===== config.mk =====
export PLATFORM = sky130hd
export DESIGN_NAME = sfifo_irq_ctrl
export DESIGN_NICKNAME = d
export VERILOG_FILES = /design/src/rtl/sfifo_irq_pkg.sv /design/src/rtl/sfifo_level_flags.sv /design/src/rtl/sfifo_frame_check.sv /design/src/rtl/sfifo_irq_ctrl.sv
export SDC_FILE = /design/constraint.sdc
export NUM_CORES = 1
export LEC_CHECK = 0
export BUFFER_PORTS_ARGS = -buffer_cell sky130_fd_sc_hd__buf_2
export CAP_MARGIN = 10
export CELL_PAD_IN_SITES_DETAIL_PLACEMENT = 1
export CELL_PAD_IN_SITES_GLOBAL_PLACEMENT = 1
export CORE_MARGIN = 2
export CORE_UTILIZATION = 36
export DETAILED_ROUTE_END_ITERATION = 8
export GPL_ROUTABILITY_DRIVEN = 0
export HOLD_SLACK_MARGIN = 0.1
export PLACE_DENSITY = 0.93
export SYNTH_ARGS = -nofsm -noshare
export SYNTH_HDL_FRONTEND = slang
export SYNTH_SLANG_ARGS = --single-unit

===== constraint.sdc =====
create_clock -name clk -period 3.11 [get_ports clk]
set_input_delay 0.1555 -clock clk [delete_from_list [all_inputs] [get_ports clk]]
set_output_delay 0.1555 -clock clk [all_outputs]
set_load 0.01 [all_outputs]

===== src/rtl/sfifo_irq_pkg.sv =====
package sfifo_irq_pkg;
    localparam int NSTAT = 9;

    localparam int B_TXREQ = 0;
    localparam int B_TXEMP = 1;
    localparam int B_RXREQ = 2;
    localparam int B_RXFUL = 3;
    localparam int B_TXUDF = 4;
    localparam int B_TXOVF = 5;
    localparam int B_RXOVF = 6;
    localparam int B_RXUDF = 7;
    localparam int B_FSERR = 8;

    localparam logic [NSTAT-1:0] ERR_MASK = 9'h1F0;

    typedef struct packed {
        logic [NSTAT-1:0] status;
        logic [NSTAT-1:0] enable;
    } irq_regs_t;
endpackage


===== src/rtl/sfifo_level_flags.sv =====
module sfifo_level_flags #(
    parameter int DEPTH = 16,
    parameter int CNT_W = $clog2(DEPTH + 1)
) (
    input  logic [CNT_W-1:0] count,
    input  logic [CNT_W-1:0] thresh,
    output logic             empty,
    output logic             full,
    output logic             req
);
    localparam logic [CNT_W-1:0] FULL_V = CNT_W'(DEPTH);

    always_comb begin
        empty = (count == '0);
        full  = (count == FULL_V);
        req   = (count >= thresh);
    end
endmodule


===== src/rtl/sfifo_frame_check.sv =====
module sfifo_frame_check #(
    parameter int BW = 6
) (
    input  logic          clk,
    input  logic          rst_n,
    input  logic          slave_mode,
    input  logic          fsync,
    input  logic          bit_tick,
    input  logic [BW-1:0] frame_bits,
    output logic          fs_err_evt
);
    localparam logic [BW-1:0] CNT_MAX = {BW{1'b1}};

    typedef struct packed {
        logic [BW-1:0] bit_cnt;
        logic          in_frame;
    } fc_state_t;

    fc_state_t cur_q, nxt_d;

    always_comb begin
        nxt_d      = cur_q;
        fs_err_evt = slave_mode && fsync && cur_q.in_frame
                     && (cur_q.bit_cnt < frame_bits);
        if (fsync) begin
            nxt_d.bit_cnt  = '0;
            nxt_d.in_frame = 1'b1;
        end else if (bit_tick && cur_q.bit_cnt != CNT_MAX) begin
            nxt_d.bit_cnt = cur_q.bit_cnt + 1'b1;
        end
    end

    always_ff @(posedge clk or negedge rst_n) begin
        if (!rst_n) cur_q <= '0;
        else        cur_q <= nxt_d;
    end


    first_sync_quiet_chk: assert property (@(posedge clk) disable iff (!rst_n)
        (fsync && !cur_q.in_frame) |-> !fs_err_evt);


    sync_restarts_chk: assert property (@(posedge clk) disable iff (!rst_n)
        fsync |=> (cur_q.bit_cnt == '0 && cur_q.in_frame));
endmodule


===== src/rtl/sfifo_irq_ctrl.sv =====
module sfifo_irq_ctrl
    import sfifo_irq_pkg::*;
#(
    parameter int TX_DEPTH = 16,
    parameter int RX_DEPTH = 16,
    parameter int CNT_W    = $clog2(((TX_DEPTH > RX_DEPTH) ? TX_DEPTH : RX_DEPTH) + 1),
    parameter int BW       = 6
) (
    input  logic             clk,
    input  logic             rst_n,
    input  logic [CNT_W-1:0] tx_count,
    input  logic [CNT_W-1:0] tx_thresh,
    input  logic [CNT_W-1:0] rx_count,
    input  logic [CNT_W-1:0] rx_thresh,
    input  logic             cpu_tx_wr,
    input  logic             cpu_rx_rd,
    input  logic             ser_tx_slot,
    input  logic             ser_rx_word,
    input  logic             fsync,
    input  logic             bit_tick,
    input  logic             slave_mode,
    input  logic [BW-1:0]    frame_bits,
    input  logic             reg_wr_en,
    input  logic             reg_wr_sel,
    input  logic [8:0]       reg_wdata,
    output logic [8:0]       status_q,
    output logic [8:0]       enable_q,
    output logic             irq
);
    logic tx_empty, tx_full, tx_req;
    logic rx_empty, rx_full, rx_req;
    logic fs_evt;

    sfifo_level_flags #(.DEPTH(TX_DEPTH), .CNT_W(CNT_W)) u_tx_lvl (
        .count(tx_count), .thresh(tx_thresh),
        .empty(tx_empty), .full(tx_full), .req(tx_req)
    );

    sfifo_level_flags #(.DEPTH(RX_DEPTH), .CNT_W(CNT_W)) u_rx_lvl (
        .count(rx_count), .thresh(rx_thresh),
        .empty(rx_empty), .full(rx_full), .req(rx_req)
    );

    sfifo_frame_check #(.BW(BW)) u_fchk (
        .clk(clk), .rst_n(rst_n), .slave_mode(slave_mode),
        .fsync(fsync), .bit_tick(bit_tick), .frame_bits(frame_bits),
        .fs_err_evt(fs_evt)
    );

    irq_regs_t   regs_q, regs_d;
    logic [NSTAT-1:0] evt_d, clr_d;

    always_comb begin
        regs_d = regs_q;

        evt_d          = '0;
        evt_d[B_TXUDF] = ser_tx_slot & tx_empty;
        evt_d[B_TXOVF] = cpu_tx_wr   & tx_full;
        evt_d[B_RXOVF] = ser_rx_word & rx_full;
        evt_d[B_RXUDF] = cpu_rx_rd   & rx_empty;
        evt_d[B_FSERR] = fs_evt;

        clr_d = (reg_wr_en && !reg_wr_sel) ? (reg_wdata & ERR_MASK) : '0;

        regs_d.status[B_TXREQ] = tx_req;
        regs_d.status[B_TXEMP] = tx_empty;
        regs_d.status[B_RXREQ] = rx_req;
        regs_d.status[B_RXFUL] = rx_full;
        regs_d.status = (regs_d.status & ~clr_d) | evt_d;

        if (reg_wr_en && reg_wr_sel) regs_d.enable = reg_wdata;
    end

    always_ff @(posedge clk or negedge rst_n) begin
        if (!rst_n) regs_q <= '0;
        else        regs_q <= regs_d;
    end

    assign status_q = regs_q.status;
    assign enable_q = regs_q.enable;
    assign irq      = |(regs_q.status & regs_q.enable);


    txemp_level_chk: assert property (@(posedge clk) disable iff (!rst_n)
        (tx_count == '0) |=> status_q[B_TXEMP]);


    txudf_set_chk: assert property (@(posedge clk) disable iff (!rst_n)
        (ser_tx_slot && tx_count == '0) |=> status_q[B_TXUDF]);


    fserr_sticky_chk: assert property (@(posedge clk) disable iff (!rst_n)
        (status_q[B_FSERR] && !(reg_wr_en && !reg_wr_sel && reg_wdata[B_FSERR]))
        |=> status_q[B_FSERR]);


    rxovf_event_wins_chk: assert property (@(posedge clk) disable iff (!rst_n)
        (ser_rx_word && rx_count == CNT_W'(RX_DEPTH)
         && reg_wr_en && !reg_wr_sel && reg_wdata[B_RXOVF]) |=> status_q[B_RXOVF]);


    irq_masked_chk: assert property (@(posedge clk) disable iff (!rst_n)
        (enable_q == '0) |-> !irq);
endmodule


==> results of run 1 <==
==> worst min-delay path by stage <==
stage	startpoint	endpoint	cells past startpoint	slack, ns
finish	reg_wdata[0]	enable_q[0]	2	0.12
global route	reg_wdata[3]	enable_q[3]	2	0.11
CTS	reg_wdata[0]	enable_q[0]	2	0.12
detailed placement	rst_n	u_fchk.cur_q[0]	1	0.18
global placement	rst_n	status_q[8]	1	0.18
floorplan	rst_n	enable_q[0]	0	-0.14
==> layer usage <==
layer,share of wire,vias up
li1,-,602
met1,0.38,599
met2,0.54,41
met3,0.070,2
met4,0.0066,0
met5,0,-
==> placed cells by master, fill, tap and decap left out, types with 2 or more instances in the layout <==
cell and n:
mux2i_1 2, ha_1 16, a22o_1 3, nor2_1 6, clkbuf_8 3, nor4_1 2
nand2_1 12, a21o_1 3, nand4_1 2, o21ai_0 3, a21oi_1 7, inv_1 16
a32o_1 2, nor3_1 2, buf_2 64, mux2_2 10, dfrtp_1 25, nand2b_1 4
==> cells in the mapped netlist <==
library cell  number  area share
and3_1             1      0.0045
inv_1             16       0.043
a32o_1             2       0.014
nor3_1             2      0.0072
a21oi_1            7       0.025
mux2i_1            2       0.014
a221oi_1           1      0.0063
nand2_1           12       0.032
a222oi_1           1      0.0072
nor2_1             6       0.016
nand3_2            1      0.0072
a22oi_1            1      0.0054
buf_2              1      0.0036
a21o_1             3       0.016
o21ai_0            3       0.011
a211oi_1           1      0.0054
nand4_1            2      0.0090
a22o_1             3       0.019
or2_2              1      0.0045
dfrtp_1           25        0.45
ha_1              16        0.14
nand2b_1           4       0.018
nor4_1             2      0.0090
and2b_1            1      0.0054
and2_1             1      0.0045
nor2b_1            1      0.0045
and4_2             1      0.0072
o21ai_2            1      0.0063
mux2_2            10       0.081
nand4b_1           1      0.0063
xor2_1             1      0.0063
nand3_1            1      0.0036
o2111ai_1          1      0.0063
==> sequential cells by signal, summed over array words and instances, names as in the netlist <==
name and flops:
u_fchk.cur_q 7, status_q 9, enable_q 9
==> stage by stage <==
step                      total power, uW  hold slack, ns  utilization
after floorplan                       466          -0.140            -
after global placement                551           0.177        0.480
after detailed placement              560           0.178        0.480
after CTS                             743           0.124        0.495
after global routing                  784           0.109        0.495
final                                 737           0.122        0.495
==> cells by family (layout without fill, tap and decap cells) <==
| logic type | Yosys count | after routing | synth area share |
|---|---|---|---|
| xor gates and xnor gates | 1 | 1 | 0.00627 |
| adders and majority gates | 16 | 16 | 0.143 |
| buffers and inverters | 17 | 85 | 0.0466 |
| muxes | 12 | 12 | 0.0950 |
| AOI/OAI and AO/OA | 24 | 24 | 0.122 |
| DFF | 25 | 25 | 0.448 |
| and+or+nand+nor | 37 | 37 | 0.139 |
==> critical path: stages (launching register included) <==
cell	delay, ns
dfrtp_1	0.38
a22o_1	0.23
a221oi_1	0.26
nand3_1	0.12
buf_2	0.15
==> what timing repair did <==
action / CTS / global route
hold endpoints to repair: 25 / 0
hold buffers: 1 / 0
gates resized for setup: 0 / 0
==> cell type report <==
cell class	instances	area, um2	area share
Multi-Input combinational cell	90	706	0.386
Sequential cell	25	626	0.342
Timing Repair Buffer	65	330	0.181
Inverter	16	60.1	0.0329
Tap cell	48	60.1	0.0329
Clock buffer	4	45.0	0.0247
==> report_power, final <==
| group | switching [uW] | internal [uW] |
|---|---|---|
| clock | 95.5 | 91.3 |
| combinational | 83.9 | 87.4 |
| sequential | 24.0 | 355 |
==> impl_metrics.json, run 1 <==
{
  "status": "finished clean",
  "dp_cells": 243,
  "firstDrtPassIters": 4,
  "fin_area_um2": 1830,
  "routed_via_density": 5.02,
  "cp.required_ns": 2.95,
  "clock_skew_ns": 0.00679,
  "hold_violations": 0,
  "rows": 22,
  "cp-startpoint": "status_q[2]",
  "post_drt_wl_per_cell_um": 14.1,
  "critical_path_peak_fanout": 2,
  "period_share": 0.501,
  "setup_ws_ns": 1.55,
  "io_buffers": 64,
  "clock_latency_ns": 0.26,
  "fin_nets": 263,
  "ys_warn_count": 0,
  "drive_above_1_share": 0.405,
  "min_period_ns": 1.56,
  "syn2layout_area_growth_pct": 30.8,
  "fin_cells": 248,
  "dieArea_um2": 4390,
  "power_density_nw_per_um2": 403,
  "clock-sinks": 25,
  "grt_pass1_wl_um": 5950,
  "first_iter_violations": 23,
  "ant_nets": 0,
  "die_h_um": 66.3,
  "start_kind": "flop",
  "rsz0062_at_grt": "false",
  "crit_end": "irq",
  "pre_cts_ws_ns": 1.80,
  "dp_hpwl_um": 3060,
  "cts_max_level": 1,
  "cts_setup_buffers": 0,
  "vias": 1244,
  "ys_seq_elements": 25,
  "grt_pass1_vias": 1394,
  "clockRootBuffer": "clkbuf_8",
  "drt_wl_total_um": 3500,
  "cap_violations": 0,
  "crit_type": "reg -> out",
  "cts_buffer_depth": 2,
  "fill_cells": 454,
  "fin_tns_setup_ns": 0,
  "tightestPinTransition_ns": 0.545,
  "worstPathArrival_ns": 1.40,
  "endpoint_kind": "output pin",
  "drc": 0,
  "hp-class": "in -> reg",
  "grt_overflow": 0,
  "rr_endpoint": "u_fchk.cur_q[2]",
  "clkTransAtPathRegs_ns": 0.09,
  "grtUsageMet3": 0.0494,
  "avgSynthCellArea_um2": 10.6,
  "synth_cell_types": 33,
  "syn-instance-count": 132,
  "antenna_found_initial": 0,
  "slew_violations": 0,
  "post_dp_cell_area_um2": 1770,
  "timing.fmax_ghz": 0.642,
  "grt_max_degree": 26,
  "reg2reg_depth": 5,
  "grt_use_met2": 0.340,
  "fp.dieW_um": 66.3,
  "start_util": 0.379,
  "timing.rr.start": "u_fchk.cur_q[1]",
  "cts_tree": "done",
  "synth_seq_area_share": 0.448,
  "top_usage_layer": "met2",
  "p_leak_uw": 0.00101,
  "relSlewSlack": 0.637,
  "ios": 65,
  "diodes": 0,
  "syn_area_um2": 1400,
  "synth_nets": 194,
  "final-setup-viol-count": 0,
  "irDropWorstVdd_uv": 182,
  "cts_buffers": 3,
  "met1_usage": 0.184,
  "track_usage": 0.176,
  "rrSetupSlack_ns": 1.80,
  "core_um2": 3690
}
(Power assumes the default switching activity.)
==> inputs of run 2 (changes only) <==
--- a/config.mk
+++ b/config.mk
@@ -5,16 +5,17 @@
 export SDC_FILE = /design/constraint.sdc
 export NUM_CORES = 1
 export LEC_CHECK = 0
+export ABC_AREA = 1
 export BUFFER_PORTS_ARGS = -buffer_cell sky130_fd_sc_hd__buf_2
 export CAP_MARGIN = 10
 export CELL_PAD_IN_SITES_DETAIL_PLACEMENT = 1
 export CELL_PAD_IN_SITES_GLOBAL_PLACEMENT = 1
 export CORE_MARGIN = 2
-export CORE_UTILIZATION = 36
+export CORE_UTILIZATION = 30
 export DETAILED_ROUTE_END_ITERATION = 8
 export GPL_ROUTABILITY_DRIVEN = 0
 export HOLD_SLACK_MARGIN = 0.1
-export PLACE_DENSITY = 0.93
+export PLACE_DENSITY = 0.85
 export SYNTH_ARGS = -nofsm -noshare
 export SYNTH_HDL_FRONTEND = slang
 export SYNTH_SLANG_ARGS = --single-unit
==> constraint.sdc (replaced) <==
create_clock -name clk -period 1.35 [get_ports clk]
set_input_delay 0.0675 -clock clk [delete_from_list [all_inputs] [get_ports clk]]
set_output_delay 0.0675 -clock clk [all_outputs]
set_load 0.01 [all_outputs]
==> run 2 against run 1 <==
Sequential share of layout area shrank 6.5 points. Synthesized area increased by 9.4%. Sequential power grew 130%. Final cell count rose by 44%. Register-to-register slack lost 1.7 ns. Power rose by 150%. Sequential cell count is the same. Cell area rose by 24%. Critical path type unchanged. Largest cell class unchanged. Highest routed layer unchanged.
==> impl_metrics.json, run 2 <==
{
  "status": "finished clean",
  "min_period_ns": 1.29,
  "rrSetupSlack_ns": 0.09,
  "core_um2": 4820,
  "final-setup-viol-count": 0,
  "critical_path_peak_fanout": 3,
  "fp.dieW_um": 75.4,
  "grt_pass1_wl_um": 7420,
  "ys_warn_count": 0,
  "start_util": 0.317,
  "cts_tree": "done",
  "syn-instance-count": 192,
  "slew_violations": 0,
  "vias": 1591,
  "async_flop_share": 1.00,
  "timing.hold.ws_ns": 0.0969,
  "post_drt_wl_per_cell_um": 12.9,
  "min-delay-start": "rx_count[0]",
  "period_share": 0.957,
  "clkTransAtPathRegs_ns": 0.09,
  "timing.rr.start": "u_fchk.cur_q[1]",
  "ant_nets": 0,
  "timing.fmax_ghz": 0.774,
  "grt_max_degree": 26,
  "yosys-top-cells-area": "dfrtp_1, ha_1, nand2_1",
  "total_power_uw": 1820,
  "relSlewSlack": 0.611,
  "clock-sinks": 25,
  "hp-class": "in -> reg",
  "cp_cell_sequence": "nand2_2 -> nand3_2 -> nor2_2 -> nand4_1 -> buf_2",
  "p_leak_uw": 0.00129,
  "io_buffers": 64,
  "die_h_um": 75.4,
  "hold_violations": 0,
  "crit_buf_inv": 1,
  "clock_latency_ns": 0.27,
  "first_iter_violations": 35,
  "dp_hpwl_um": 3390,
  "rr_endpoint": "u_fchk.cur_q[4]",
  "drive_above_1_share": 0.322,
  "synth_top_cell_by_area": "dfrtp_1",
  "cts_buffer_depth": 2,
  "final_common_cell": "buf_2",
  "synth_top_area_frac": 0.410,
  "grt_overflow": 0,
  "worstPathArrival_ns": 1.22,
  "dp_cells": 324,
  "synth_edf_count": 0,
  "cpMaxStageDelayCell": "dfrtp_1",
  "whs_endpoint": "status_q[7]",
  "syn2layout_area_growth_pct": 48.1,
  "final_cell_mix": "buf_2, nand2_1, inv_1",
  "crit_type": "reg -> out",
  "synth.most_common_cell": "nand2_1",
  "cp_slowest_stage_delay_ns": 0.43,
  "grt_pass1_vias": 1697,
  "rows": 25,
  "start_kind": "flop",
  "pre_cts_ws_ns": 0.0500,
  "tightestPinTransition_ns": 0.584,
  "drt_wl_total_um": 4590,
  "fin_nets": 352,
  "irDropWorstVdd_uv": 492,
  "cts_buffers": 3,
  "reg2reg_depth": 8,
  "synth_seq_area_share": 0.410,
  "power_density_nw_per_um2": 803,
  "syn_area_um2": 1530,
  "clock_skew_ns": 0.00653,
  "drc": 0,
  "endpoint_kind": "output pin",
  "antenna_found_initial": 0,
  "ios": 65,
  "final_util": 0.470,
  "fin_cells": 356,
  "setup_ws_ns": 0.0580,
  "avgSynthCellArea_um2": 7.96,
  "synth_cell_types": 21,
  "min_path_cells": 4,
  "ys_seq_elements": 25,
  "cap_violations": 0,
  "cts_max_level": 1,
  "clockRootBuffer": "clkbuf_8",
  "dieArea_um2": 5680,
  "firstDrtPassIters": 4,
  "routed_via_density": 4.47,
  "track_usage": 0.170,
  "synth_nets": 254,
  "cp_top_family": "flip-flops",
  "synth_common_cells": "nand2_1, inv_1, dfrtp_1, ha_1, nor2_1",
  "cp_num_cells": 5,
  "diodes": 0,
  "synth_top_flop_cell": "dfrtp_1",
  "cp.required_ns": 1.28
}
run 2: changes by cell type after synthesis, sizes merged, moves of 3 or more:
cell,previous run,this run
mux2,10,4
inv,16,34
nor2,6,16
o21ai,4,15
nand2b,4,0
nand3,2,12
nand2,12,52
a22o,3,0
run 2: what timing repair did:
item	in CTS	in global routing
endpoints found under the setup margin	0	8
hold buffers	20	0
buffers inserted	0	8
hold endpoints to repair	41	0
gates resized for setup	0	6
run 2: logic make-up (layout without fill, tap and decap cells):
logic type,after synthesis,in the layout,synth area share
buffers and inverters,37,134,0.0925
adder cells (fa/ha/maj),16,16,0.131
multiplexers,4,4,0.0295
AND/OR/NAND/NOR,85,85,0.248
flip-flops,25,25,0.410
AO/OA/AOI/OAI,25,25,0.0893
run 2: final cells by class:
type                    instances  area (um2)
clock buffers                   3        41.3
clock inverters                 1        5.00
fillers                       629        2550
inverters                      36         136
multi-input cells             130         773
flip-flops and latches         25         627
well taps                      67        83.8
repair buffers                 94         596
run 2: worst max path at each step:
stage,to,slack (ns),from
floorplan,u_fchk.cur_q[4],0.19,u_fchk.cur_q[2]
global placement,u_fchk.cur_q[4],0.13,u_fchk.cur_q[2]
detailed placement,u_fchk.cur_q[4],0.05,u_fchk.cur_q[1]
CTS,u_fchk.cur_q[4],0.04,u_fchk.cur_q[1]
global route,irq,-0.001,enable_q[0]
finish,irq,0.06,status_q[8]
run 2: worst register-to-register path: stages, from the launching register on:
cell	delay (ns)
dfrtp_1	0.41
ha_2	0.21
nand2_2	0.07
nor2_4	0.13
nand2_4	0.08
nand2_4	0.09
nand2_2	0.06
nand2_1	0.06
nand2_1	0.05
run 2: report_power, final:
| group | leakage [uW] | total, uW | internal [uW] | switching (uW) |
|---|---|---|---|---|
| clock network | 0.0000255 | 448 | 206 | 241 |
| registers | 0.000314 | 868 | 815 | 52.4 |
| logic | 0.000954 | 501 | 250 | 251 |
run 2: layer usage:
metal / vias to the layer above / wire [um] / global-route usage
met2: 45 / 2450 / 0.331
met1: 738 / 1940 / 0.198
li1: 804 / - / -
met3: 4 / 182 / 0.0331
met4: 0 / 15 / 0.0175
met5: - / 0 / 0
run 2: per-stage QoR:
step	cell area (um2)	TNS (ns)
6_report	2260	0
5_1_grt	2260	-0.000995
3_5_place_dp	1940	0
3_3_place_gp	1940	0
4_1_cts	2190	0
2_1_floorplan	1530	0
==> inputs of run 3 (changes only) <==
==> constraint.sdc (replaced) <==
create_clock -name clk -period 1.35 [get_ports clk]
set_input_delay 0.0675 -clock clk [delete_from_list [all_inputs] [get_ports clk]]
set_output_delay 0.0675 -clock clk [all_outputs]
set_load 0.02 [all_outputs]
==> run 3 against run 2 <==
Largest cell class unchanged. First-iteration DRC count shrank 11%. Worst setup slack lost 0.024 ns. Sequential share of layout area shrank 0.11 points. Wire length increased by 1.8%. Largest power group unchanged.
==> impl_metrics.json, run 3 (same netlist as run 2, synthesis figures left out) <==
{
  "power_density_nw_per_um2": 830,
  "power.share.switching": 0.319,
  "start_util": 0.317,
  "grt_max_degree": 26,
  "io_buffers": 64,
  "vias": 1602,
  "cts_tree": "done",
  "min_period_ns": 1.32,
  "fp.dieW_um": 75.4,
  "die_h_um": 75.4,
  "worstPathArrival_ns": 1.25,
  "p_clk_frac": 0.238,
  "drive_above_1_share": 0.322,
  "core_um2": 4820,
  "hold_violations": 0,
  "routed_via_density": 4.50,
  "track_usage": 0.170,
  "clockRootBuffer": "clkbuf_8",
  "timing.fmax_ghz": 0.760,
  "drt_wl_total_um": 4670,
  "clock_skew_ns": 0.00626,
  "dp_hpwl_um": 3390,
  "total_power_uw": 1880,
  "final_util": 0.471,
  "dieArea_um2": 5680,
  "clock_latency_ns": 0.27,
  "start_kind": "flop",
  "cts_buffer_depth": 2,
  "intPower_uw": 1280,
  "hp-class": "in -> reg",
  "timing.hold.ws_ns": 0.0948,
  "grt_overflow": 0,
  "rows": 25,
  "firstDrtPassIters": 3,
  "p_sw_uw": 602,
  "final_cell_mix": "buf_2, nand2_1, inv_1",
  "cp.required_ns": 1.28,
  "tightestPinTransition_ns": 0.589,
  "fin_nets": 352,
  "cap_violations": 0,
  "cts_max_level": 1,
  "critical_path_peak_fanout": 2,
  "grt_pass1_vias": 1697,
  "slew_violations": 0,
  "ios": 65,
  "diodes": 0,
  "final-setup-viol-count": 0,
  "power_frac_comb": 0.303,
  "first_iter_violations": 31,
  "syn2layout_area_growth_pct": 48.6,
  "clock-sinks": 25,
  "irDropWorstVdd_uv": 575,
  "endpoint_kind": "output pin",
  "period_share": 0.975,
  "p_leak_uw": 0.00130,
  "crit_type": "reg -> out",
  "post_drt_wl_per_cell_um": 13.1,
  "ant_nets": 0,
  "fill_cells": 630,
  "drc": 0,
  "grt_pass1_wl_um": 7420,
  "relSlewSlack": 0.608,
  "power_frac_seq": 0.459,
  "cts_buffers": 3,
  "antenna_found_initial": 0,
  "final_common_cell": "buf_2",
  "rsz0062_at_grt": "true",
  "status": "finished clean",
  "clkTransAtPathRegs_ns": 0.09
}
## run 3: cell counts in the layout (fill, tap and decap cells not counted)
Identical to the previous run, type by type.
## run 3: cell type report
class	count	area [um2]	area share
clock buffer	3	41.3	0.0182
clock inverter	1	5.00	0.00220
inverter	36	136	0.0601
multi-input combinational	130	776	0.342
sequential	25	627	0.276
tap	67	83.8	0.0369
timing repair buffer	94	602	0.265
## run 3: through the flow
| stage | instances | setup slack (ns) | TNS, ns | instance area, um2 |
|---|---|---|---|---|
| final | 356 | 0.0343 | 0 | 2270 |
| after detailed placement | 324 | 0.0500 | 0 | 1940 |
| after global routing | 356 | -0.0494 | -0.0494 | 2270 |
| after global placement | 324 | 0.132 | 0 | 1940 |
| after CTS | 348 | 0.0222 | 0 | 2190 |
| after floorplan | 192 | 0.186 | 0 | 1530 |
## run 3: final timing paths
kind	depth (start not counted)	end	slack (ns)	startpoint
hold / removal	4	status_q[7]	0.09	rx_count[0]
setup / recovery	5	irq	0.03	enable_q[0]
hold reg to reg	2	u_fchk.cur_q[0]	0.47	u_fchk.cur_q[0]
setup reg to reg	8	u_fchk.cur_q[4]	0.09	u_fchk.cur_q[1]
max in group asynchronous	2	u_fchk.cur_q[4]	0.61	rst_n
min in group asynchronous	2	status_q[0]	0.33	rst_n
## run 3: power by group through the flow
| stage | clock (uW) | combinational, uW | sequential [uW] |
|---|---|---|---|
| after CTS | 461 | 510 | 871 |
| after detailed placement | 0 | 466 | 886 |
| after global placement | 0 | 448 | 882 |
| after floorplan | 0 | 176 | 951 |
| after global routing | 495 | 638 | 874 |
| final | 449 | 571 | 866 |
## run 3: routing by layer
metal  vias up  wire length, um  part of all wire  GRT usage
li1        802                -                 -          -
met1       748             1960              0.42      0.198
met2        45             2490              0.53      0.331
met3         7              181             0.039     0.0331
met4         0               41            0.0088     0.0175
met5         -                0                 0          0
## run 3: what timing repair did
item,4_1_cts,5_1_grt
endpoints found under the hold margin,41,0
buffers inserted,0,8
hold buffers,20,0
resized for setup,0,8
setup endpoints to repair,0,8
## run 3: critical path, cell delays in order (launching register included)
cell	delay, ns
dfrtp_1	0.40
nand2_1	0.10
nand3_2	0.09
nor2_2	0.12
nand4_1	0.11
buf_6	0.15
